--- config.mk ---
export PLATFORM = sky130hd
export DESIGN_NAME = mcb_bank
export DESIGN_NICKNAME = d
export VERILOG_FILES = /design/src/rtl/mcb_pkg.sv /design/src/rtl/mcb_arb.sv /design/src/rtl/mcb_fsm.sv /design/src/rtl/mcb_regs.sv /design/src/rtl/mcb_bank.sv
export SDC_FILE = /design/constraint.sdc
export NUM_CORES = 1
export LEC_CHECK = 0
export BUFFER_PORTS_ARGS = -buffer_cell sky130_fd_sc_hd__buf_4
export CORE_AREA = 2 2 202 204
export DETAILED_ROUTE_END_ITERATION = 8
export DIE_AREA = 0 0 204 206
export GPL_ROUTABILITY_DRIVEN = 0
export GPL_TIMING_DRIVEN = 0
export PLACE_DENSITY = 0.45
export SLEW_MARGIN = 20
export SYNTH_ARGS = -nofsm -noshare
export SYNTH_HDL_FRONTEND = slang
export SYNTH_SLANG_ARGS = --single-unit
export TNS_END_PERCENT = 1
--- constraint.sdc ---
create_clock -name clk -period 5.19 [get_ports clk]
set_input_delay 0.7785 -clock clk [delete_from_list [all_inputs] [get_ports clk]]
set_output_delay 0.7785 -clock clk [all_outputs]
set_load 0.02 [all_outputs]
--- src/rtl/mcb_pkg.sv ---
package mcb_pkg;

    localparam int STAT_W   = 64;
    localparam int CODE_W   = 16;
    localparam int MS_W     = 16;

    localparam int B_VALID  = 63;
    localparam int B_OVF    = 62;
    localparam int B_UC     = 61;
    localparam int B_AV     = 58;
    localparam int B_MS_LSB = 16;
    localparam int B_CODE_LSB = 0;

    typedef enum logic [1:0] {
        ST_CLEARING = 2'd0,
        ST_EMPTY    = 2'd1,
        ST_HOLD_CE  = 2'd2,
        ST_HOLD_UC  = 2'd3
    } bank_state_e;

    typedef struct packed {
        logic              uc;
        logic              addr_ok;
        logic [MS_W-1:0]   ms;
        logic [CODE_W-1:0] code;
    } evt_fields_t;

endpackage

--- src/rtl/mcb_arb.sv ---
module mcb_arb
    import mcb_pkg::*;
#(
    parameter int NP     = 4,
    parameter int ADDR_W = 48
) (
    input  logic [NP-1:0]        evt_vld,
    input  logic [NP-1:0]        evt_uc,
    input  logic [NP-1:0]        evt_spec,
    input  logic [NP-1:0]        evt_addr_ok,
    input  logic [NP*CODE_W-1:0] evt_code,
    input  logic [NP*MS_W-1:0]   evt_ms,
    input  logic [NP*ADDR_W-1:0] evt_addr,
    output logic                 win_vld,
    output logic                 multi,
    output evt_fields_t          win,
    output logic [ADDR_W-1:0]    win_addr
);

    localparam int IDX_W = (NP > 1) ? $clog2(NP) : 1;
    localparam int CNT_W = $clog2(NP + 1);

    logic [NP-1:0]    eff;
    logic [IDX_W-1:0] sel;
    logic [IDX_W-1:0] uc_idx;
    logic [IDX_W-1:0] any_idx;
    logic             uc_hit;
    logic [CNT_W-1:0] n_eff;

    // a speculative correctable event is filtered out before arbitration
    for (genvar g = 0; g < NP; g++) begin : g_flt
        assign eff[g] = evt_vld[g] & (evt_uc[g] | ~evt_spec[g]);
    end

    always_comb begin
        uc_hit  = 1'b0;
        uc_idx  = '0;
        any_idx = '0;
        n_eff   = '0;
        for (int i = NP - 1; i >= 0; i--) begin
            if (eff[i]) begin
                any_idx = IDX_W'(i);
                n_eff   = n_eff + CNT_W'(1);
            end
            if (eff[i] && evt_uc[i]) begin
                uc_hit = 1'b1;
                uc_idx = IDX_W'(i);
            end
        end
        sel = uc_hit ? uc_idx : any_idx;
    end

    always_comb begin
        win      = '0;
        win_addr = '0;
        for (int i = 0; i < NP; i++) begin
            if (sel == IDX_W'(i)) begin
                win.uc      = evt_uc[i];
                win.addr_ok = evt_addr_ok[i];
                win.code    = evt_code[i*CODE_W +: CODE_W];
                win.ms      = evt_ms[i*MS_W +: MS_W];
                win_addr    = evt_addr[i*ADDR_W +: ADDR_W];
            end
        end
    end

    assign win_vld = |eff;
    assign multi   = (n_eff > CNT_W'(1));

endmodule

--- src/rtl/mcb_fsm.sv ---
module mcb_fsm
    import mcb_pkg::*;
#(
    parameter int CLR_CYCLES = 4
) (
    input  logic        clk,
    input  logic        rst_n,
    input  logic        win_vld,
    input  logic        win_uc,
    input  logic        multi,
    input  logic        sw_clr,
    output logic        load,
    output logic        ovf_set,
    output logic        wipe,
    output logic        mce_q,
    output bank_state_e state
);

    localparam int CW = $clog2(CLR_CYCLES + 1);
    localparam logic [CW-1:0] LAST = CW'(CLR_CYCLES - 1);

    bank_state_e nxt;
    bank_state_e base;
    logic [CW-1:0] cnt;

    always_comb begin
        base    = state;
        wipe    = 1'b0;
        load    = 1'b0;
        ovf_set = 1'b0;
        if (state != ST_CLEARING && sw_clr) begin
            wipe = 1'b1;
            base = ST_EMPTY;
        end
        nxt = base;
        unique case (base)
            ST_CLEARING: begin
                if (cnt == LAST) nxt = ST_EMPTY;
            end
            ST_EMPTY: begin
                if (win_vld) begin
                    load    = 1'b1;
                    ovf_set = multi;
                    nxt     = win_uc ? ST_HOLD_UC : ST_HOLD_CE;
                end
            end
            ST_HOLD_CE: begin
                if (win_vld) begin
                    load    = 1'b1;
                    ovf_set = 1'b1;
                    nxt     = win_uc ? ST_HOLD_UC : ST_HOLD_CE;
                end
            end
            ST_HOLD_UC: begin
                if (win_vld) ovf_set = 1'b1;
            end
            default: nxt = ST_CLEARING;
        endcase
    end

    // state register and clearing counter
    always_ff @(posedge clk or negedge rst_n) begin
        if (!rst_n) begin
            state <= ST_CLEARING;
            cnt   <= '0;
        end else begin
            state <= nxt;
            cnt   <= (state == ST_CLEARING) ? cnt + CW'(1) : '0;
        end
    end

    // registered outputs
    always_ff @(posedge clk or negedge rst_n) begin
        if (!rst_n) begin
            mce_q <= 1'b0;
        end else begin
            mce_q <= load & win_uc;
        end
    end

endmodule

--- src/rtl/mcb_regs.sv ---
module mcb_regs
    import mcb_pkg::*;
#(
    parameter int ADDR_W = 48
) (
    input  logic                clk,
    input  logic                rst_n,
    input  logic                load,
    input  logic                ovf_set,
    input  logic                wipe,
    input  evt_fields_t         win,
    input  logic [ADDR_W-1:0]   win_addr,
    output logic [STAT_W-1:0]   stat,
    output logic [ADDR_W-1:0]   addr
);

    logic              valid_q;
    logic              ovf_q;
    logic              uc_q;
    logic              av_q;
    logic [CODE_W-1:0] code_q;
    logic [MS_W-1:0]   ms_q;

    always_ff @(posedge clk or negedge rst_n) begin
        if (!rst_n) begin
            valid_q <= 1'b0;
            ovf_q   <= 1'b0;
            uc_q    <= 1'b0;
            av_q    <= 1'b0;
            code_q  <= '0;
            ms_q    <= '0;
            addr    <= '0;
        end else if (load) begin
            valid_q <= 1'b1;
            ovf_q   <= (ovf_q & ~wipe) | ovf_set;
            uc_q    <= win.uc;
            av_q    <= win.addr_ok;
            code_q  <= win.code;
            ms_q    <= win.ms;
            if (win.addr_ok) addr <= win_addr;
            else if (wipe)   addr <= '0;
        end else if (wipe) begin
            valid_q <= 1'b0;
            ovf_q   <= 1'b0;
            uc_q    <= 1'b0;
            av_q    <= 1'b0;
            code_q  <= '0;
            ms_q    <= '0;
            addr    <= '0;
        end else if (ovf_set) begin
            ovf_q <= 1'b1;
        end
    end

    always_comb begin
        stat = '0;
        stat[B_VALID] = valid_q;
        stat[B_OVF]   = ovf_q;
        stat[B_UC]    = uc_q;
        stat[B_AV]    = av_q;
        stat[B_MS_LSB +: MS_W]     = ms_q;
        stat[B_CODE_LSB +: CODE_W] = code_q;
    end

endmodule

--- src/rtl/mcb_bank.sv ---
module mcb_bank
    import mcb_pkg::*;
#(
    parameter int NP         = 4,
    parameter int ADDR_W     = 48,
    parameter int CLR_CYCLES = 4
) (
    input  logic                 clk,
    input  logic                 rst_n,
    input  logic [NP-1:0]        evt_vld,
    input  logic [NP-1:0]        evt_uc,
    input  logic [NP-1:0]        evt_spec,
    input  logic [NP-1:0]        evt_addr_ok,
    input  logic [NP*16-1:0]     evt_code,
    input  logic [NP*16-1:0]     evt_ms,
    input  logic [NP*ADDR_W-1:0] evt_addr,
    input  logic                 sw_we,
    input  logic [63:0]          sw_wdata,
    output logic [63:0]          stat_o,
    output logic [ADDR_W-1:0]    addr_o,
    output logic                 mce_pulse_o
);

    logic              win_vld;
    logic              multi;
    evt_fields_t       win;
    logic [ADDR_W-1:0] win_addr;
    logic              load;
    logic              ovf_set;
    logic              wipe;
    logic              sw_clr;
    bank_state_e       state;

    assign sw_clr = sw_we && (sw_wdata == 64'h0);

    mcb_arb #(.NP(NP), .ADDR_W(ADDR_W)) u_arb (
        .evt_vld     (evt_vld),
        .evt_uc      (evt_uc),
        .evt_spec    (evt_spec),
        .evt_addr_ok (evt_addr_ok),
        .evt_code    (evt_code),
        .evt_ms      (evt_ms),
        .evt_addr    (evt_addr),
        .win_vld     (win_vld),
        .multi       (multi),
        .win         (win),
        .win_addr    (win_addr)
    );

    mcb_fsm #(.CLR_CYCLES(CLR_CYCLES)) u_fsm (
        .clk     (clk),
        .rst_n   (rst_n),
        .win_vld (win_vld),
        .win_uc  (win.uc),
        .multi   (multi),
        .sw_clr  (sw_clr),
        .load    (load),
        .ovf_set (ovf_set),
        .wipe    (wipe),
        .mce_q   (mce_pulse_o),
        .state   (state)
    );

    mcb_regs #(.ADDR_W(ADDR_W)) u_regs (
        .clk      (clk),
        .rst_n    (rst_n),
        .load     (load),
        .ovf_set  (ovf_set),
        .wipe     (wipe),
        .win      (win),
        .win_addr (win_addr),
        .stat     (stat_o),
        .addr     (addr_o)
    );

endmodule

After elaboration in Yosys (flattened, before gate mapping)
Index checks and enable logic that the tools add are counted.
{ "totals": {"ff_bits": 90, "latchBits": 0, "ram_bits": 0, "mem_bits_ro": 0, "input_bits": 403, "out_inout_bits": 113, "wordCells": 103, "memories": 0} }
{ "op_classes": {"add_sub_neg": 4, "mul": 0, "div": 0, "magnitude_cmp": 1, "n_eq_ne": 7, "shifts": 0, "mux": 49, "bitwise_logic": 16, "reduce_logical": 16} }
{ "op_table": {"columns": ["cell", "count"], "rows": [
  ["$mux 48", 7],
  ["$mux 34", 4],
  ["$logic_not 64->1", 1],
  ["$mux 16", 3],
  ["$mux 2", 12],
  ["$mux 1", 17],
  ["$mux 3", 4],
  ["$add 3x1->3 const B", 3],
  ["$eq 2x2->1 const B", 4],
  ["$and 1x1->1", 6],
  ["$logic_and 1x1->1", 6],
  ["$logic_not 2->1", 3],
  ["$not 1->1", 5],
  ["$or 1x1->1", 5],
  ["$eq 2x1->1 const B", 2],
  ["$pmux 2 s2", 1],
  ["$reduce_bool 2->1", 2],
  ["$reduce_or 2->1", 2],
  ["$reduce_or 4->1", 1],
  ["$eq 3x2->1 const B", 1],
  ["$gt 3x1->1 const B", 1],
  ["$reduce_bool 3->1", 1],
  ["$add 1x1->2 const B", 1],
  ["$pmux 1 s2", 1]
]} }

Longest topological paths before layout
{ "logic_depth": {"word_depth": 17, "depth_mapped": 13, "ltp_nobuf": 11} }

Hierarchy
A second synthesis with hierarchy kept.
{ "unflattened": {"cells_unflattened": 692, "hier_area_um2": 6975.4} }
{ "by_module_without_submodules": {"columns": ["mod", "n_inst", "cells_per_inst", "area_each_um2", "seq_area_each_um2"], "rows": [
  ["mcb_regs", 1, 329, 3594.7, 2102.0],
  ["mcb_arb", 1, 310, 2919.0, 0.0],
  ["mcb_fsm", 1, 30, 312.8, 150.1],
  ["mcb_bank", 1, 23, 148.9, 0.0]
]} }

Worst setup path after synthesis
OpenSTA, ideal clock, no wires.
{ "synth_path": {"kind": "input port to flip-flop", "startpoint": "in sw_wdata[40]", "endpoint": "reg u_regs.addr[46]", "setup_ns": 0.122, "arrival_time_ns": 3.262, "required_ns": 5.068, "path_slack_ns": 1.806, "path_stages": 11, "n_path_buf": 2, "cell_sequence": "or4_1 -> nor4_1 -> nand4_1 -> and2_1 -> ha_1 -> inv_1 -> a31oi_1 -> and3_1 -> buf_2 -> buf_4 -> o21ai_1"} }
{ "synth_between": {"elab_chain_len": 8, "word_cells_on_any_way": 12, "classes_between": "eq/ne: 2; mux: 6; reduce/logical: 4"} }
{ "synth_rtl": {"columns": ["item", "line", "text"], "rows": [
  ["from (decl)", "mcb_bank.sv:18", "input logic [63:0] sw_wdata,"],
  ["$logic_not 64->1 (*)", "mcb_bank.sv:34", "assign sw_clr = sw_we && (sw_wdata == 64'h0);"],
  ["$logic_and 1x1->1 (*)", "mcb_bank.sv:34", null],
  ["$logic_and 1x1->1 (*)", "mcb_fsm.sv:31", "if (state != ST_CLEARING && sw_clr) begin"],
  ["$mux 2", "mcb_fsm.sv:31", null],
  ["$eq 2x1->1 / $eq 2x2->1 (equally long branches)", "mcb_fsm.sv:36", "unique case (base)"],
  ["$reduce_or 2->1 (no line)", null, null],
  ["$mux 1", null, null],
  ["$mux 48 (*)", "mcb_regs.sv:33", "end else if (load) begin"],
  ["to (signal assigned)", "mcb_regs.sv:40", "if (win.addr_ok) addr <= win_addr;"],
  ["to (decl)", "mcb_regs.sv:14", "output logic [ADDR_W-1:0] addr"]
]} }
Every way passes the cells marked *; elsewhere a longest branch is shown, timed or not.
A chain may end at the register's enable or synchronous reset.

Final worst setup path
{ "layout_path": {"startpoint": "in sw_wdata[40]", "endpoint": "reg u_regs.addr[43]"} }
The elaborated chain is that of the path after synthesis.

==> flow_metrics.py <==
metrics = {
    "outcome": {
        "status": "finished clean",
    },
    "synth": {
        "yosysWarnings": 0,
        "count_of_distinct_cell_types_in_the_synthesized_netlist": 47,
        "post_synth_inst_count": 610,
        "synth_enable_flop_cells": 0,
        "synth.yosys.seq_area_share": 0.348,
        "synth.top_cell.area_share": 0.348,
        "postSynth.asyncResetShare": 1.00,
        "ys_seq_elements": 90,
        "synth.avg_cell_area_um2": 10.6,
        "synthDominantAreaCellType": "sky130_fd_sc_hd__dfrtp_1",
        "synthesis.area_um2": 6470,
        "synthFlopType": "sky130_fd_sc_hd__dfrtp_1",
        "synth_top_cells_by_area": "sky130_fd_sc_hd__dfrtp_1 35%, sky130_fd_sc_hd__mux4_2 28%, sky130_fd_sc_hd__nand2_1 7.1%",
    },
    "route": {
        "finalWirelength_um": 31000,
        "dr_total_vias": 6982,
        "drt_drc_violations_left": 0,
        "avgViaCountPerCell": 4.17,
        "drt-initial-drc-count": 280,
        "detail_route.wl_per_cell_um": 18.5,
        "drt_pass1_iterations": 4,
        "final_antenna_net_count": 0,
    },
    "layout": {
        "layout_commonest_cell": "sky130_fd_sc_hd__buf_4",
        "finalNetCount": 1547,
        "flow.area_growth_from_synthesis_pct": 72.8,
        "layout_cell_share_with_drive_strength_beyond_1": 0.568,
        "layout_common_cells": "521 x sky130_fd_sc_hd__buf_4, 123 x sky130_fd_sc_hd__nand2_1, 90 x sky130_fd_sc_hd__dfrtp_1, 80 x sky130_fd_sc_hd__mux4_2, 52 x sky130_fd_sc_hd__nand4_1",
        "final_core_util": 0.278,
    },
    "global_route": {
        "grt_pass1_vias": 7188,
        "wire_length_of_the_first_global_routing_pass_um": 44200,
        "grt_max_degree": 91,
        "initial_antenna_violation_count": 2,
        "grt.overflow.total": 0,
        "grtUsageTotal": 0.142,
    },
    "clock_network": {
        "insertion_delay_ns": 0.35,
        "clk_path_buf_depth": 2,
        "cts.sinks": 90,
        "cts_tree": "yes",
        "cts-hold-fix-buffers": 0,
        "tritoncts_buffer_count": 9,
        "setup_fix_buffers_added_after_clock_tree_synthesis": 0,
        "h-tree-depth": 3,
        "clkTransAtPathRegs_ns": 0.07,
        "number_of_resized_instances_in_the_post_cts_repair_step": 0,
        "library_cell_used_as_clock_root_buffer": "sky130_fd_sc_hd__clkbuf_16",
    },
    "sta": {
        "fin_crit_sh": 0.756,
        "setup-violations-final": 0,
        "drv_slew": 0,
        "hold_violations": 0,
        "final_period_minus_worst_setup_slack_ns": 3.92,
        "worst_slew_pin_slew_ns": 0.884,
        "worst_hold_slack_ns": 0.448,
        "grt_setup_unrepaired": "false",
        "slew-limit-headroom": 0.410,
        "maxClockFrequency_mhz": 255,
        "finClkSkew_ns": 0.00335,
    },
    "placement": {
        "place.port_buffers": 486,
        "detailedPlacementHpwl_um": 25700,
    },
    "floorplan": {
        "io_pins": 516,
        "height_of_the_chip_um": 206,
        "initial_utilization": 0.161,
        "core.rowCount": 74,
        "fp.coreArea_um2": 40200,
        "floorplan.die.width_um": 204,
        "dieArea_um2": 42000,
    },
    "critical_path": {
        "setup.worst_path.class": "in2reg",
        "crit_path_end_kind": "flop",
        "largest_fanout_on_the_critical_path": 10,
        "start_kind": "input pin",
        "timing.critical_path.arrival_ns": 4.16,
        "required_ns": 5.43,
    },
    "hold_path": {
        "classification_of_the_worst_slack_hold_path": "reg2reg",
    },
    "power_and_ir_drop": {
        "leakage_nw": 5.34,
        "ir_worst_vdd_v": 0.000143,
        "p_per_area_nw_per_um2": 404,
    },
    "flow_run": {
        "maxCapViolations": 0,
    },
}
## final timing paths
check                               start                to  slack, ns  cells past startpoint
min in group asynchronous           rst_n  u_regs.code_q[4]       0.51                      1
max in group asynchronous           rst_n   u_regs.addr[15]       4.08                      1
min                          u_fsm.cnt[0]      u_fsm.cnt[0]       0.45                      1
max reg2reg                u_fsm.state[1]   u_regs.addr[43]       1.60                     12
min reg2reg                  u_fsm.cnt[0]      u_fsm.cnt[0]       0.45                      1
max                          sw_wdata[40]   u_regs.addr[43]       1.27                     12
## worst max-delay path, stage by stage
cell and delay, ns:
sky130_fd_sc_hd__buf_4 0.10, sky130_fd_sc_hd__or4_1 0.51, sky130_fd_sc_hd__nor4_1 0.20, sky130_fd_sc_hd__nand4_1 0.32, sky130_fd_sc_hd__and2_1 0.29, sky130_fd_sc_hd__ha_1 0.32, sky130_fd_sc_hd__inv_1 0.09, sky130_fd_sc_hd__a31oi_2 0.50
sky130_fd_sc_hd__and3_1 0.36, sky130_fd_sc_hd__buf_2 0.33, sky130_fd_sc_hd__buf_4 0.24, sky130_fd_sc_hd__o21ai_1 0.09
## synthesized netlist by cell type (3+ instances only)
cell / number
sky130_fd_sc_hd__nand2_1: 123
sky130_fd_sc_hd__dfrtp_1: 90
sky130_fd_sc_hd__mux4_2: 80
sky130_fd_sc_hd__nand4_1: 52
sky130_fd_sc_hd__buf_4: 36
sky130_fd_sc_hd__o21ai_1: 36
sky130_fd_sc_hd__nand3_1: 33
sky130_fd_sc_hd__clkbuf_1: 27
sky130_fd_sc_hd__o21ai_0: 17
sky130_fd_sc_hd__inv_1: 14
sky130_fd_sc_hd__nor4_1: 14
sky130_fd_sc_hd__buf_2: 13
sky130_fd_sc_hd__buf_6: 9
sky130_fd_sc_hd__ha_1: 9
sky130_fd_sc_hd__a21oi_1: 6
sky130_fd_sc_hd__nor3_1: 4
sky130_fd_sc_hd__a21o_1: 3
sky130_fd_sc_hd__nor2_1: 3
sky130_fd_sc_hd__o2111ai_1: 3
sky130_fd_sc_hd__o211ai_1: 3
## layout make-up
class                   instances  area, um^2
fillers                      4283       29000
multi-input cells             445        3720
repair buffers                487        3660
flip-flops and latches         90        2250
well taps                     532         666
plain buffers                  88         551
clock buffers                  11         233
inverters                      14        52.6
clock inverters                 5        40.0
diodes                          1        2.50
## where the power goes
group / internal (mW) / switching [mW] / leakage (nW)
Combinational: 1.12 / 1.52 / 4.12
Sequential: 1.05 / 0.187 / 1.10
Clock: 0.329 / 0.314 / 0.122
Total: 2.49 / 2.02 / 5.34
## kinds of logic after synthesis
logic type | Yosys count | share of synthesized area
AND/OR/NAND/NOR | 240 | 0.178
buffers and inverters | 102 | 0.0932
flip-flops | 90 | 0.348
AO/OA/AOI/OAI | 86 | 0.0812
multiplexers | 80 | 0.278
adder cells (fa/ha/maj) | 9 | 0.0174
XOR/XNOR | 2 | 0.00271
other | 1 | 0.000579
## state kept, by name, indices dropped and copies added, names as in the netlist
signal          cells
u_regs.addr        48
u_regs.code_q      16
u_regs.ms_q        16
u_fsm.cnt           3
u_fsm.state         2
u_fsm.mce_q         1
u_regs.av_q         1
u_regs.ovf_q        1
u_regs.uc_q         1
u_regs.valid_q      1
## per-stage QoR
step / area [um^2] / setup slack [ns] / total power [mW] / instances / setup TNS [ns]
final: 11200 / 1.27 / 4.52 / 1673 / 0
after global routing: 11200 / 0.961 / 4.88 / 1672 / 0
after CTS: 11200 / 1.14 / 4.61 / 1672 / 0
after detailed placement: 10900 / 0.756 / 3.95 / 1656 / 0
after global placement: 10900 / -0.188 / 3.91 / 1655 / -3.43
after floorplan: 6570 / 1.81 / 2.66 / 637 / 0
## routing by layer
metal / global-route usage / vias to the layer above / share of wire
li1: - / 3303 / -
met1: 0.173 / 3359 / 0.40
met4: 0.0347 / 2 / 0.014
met2: 0.252 / 294 / 0.52
met3: 0.0331 / 24 / 0.071
met5: 0 / - / 0.00052
Power figures use the tool's default switching activity.
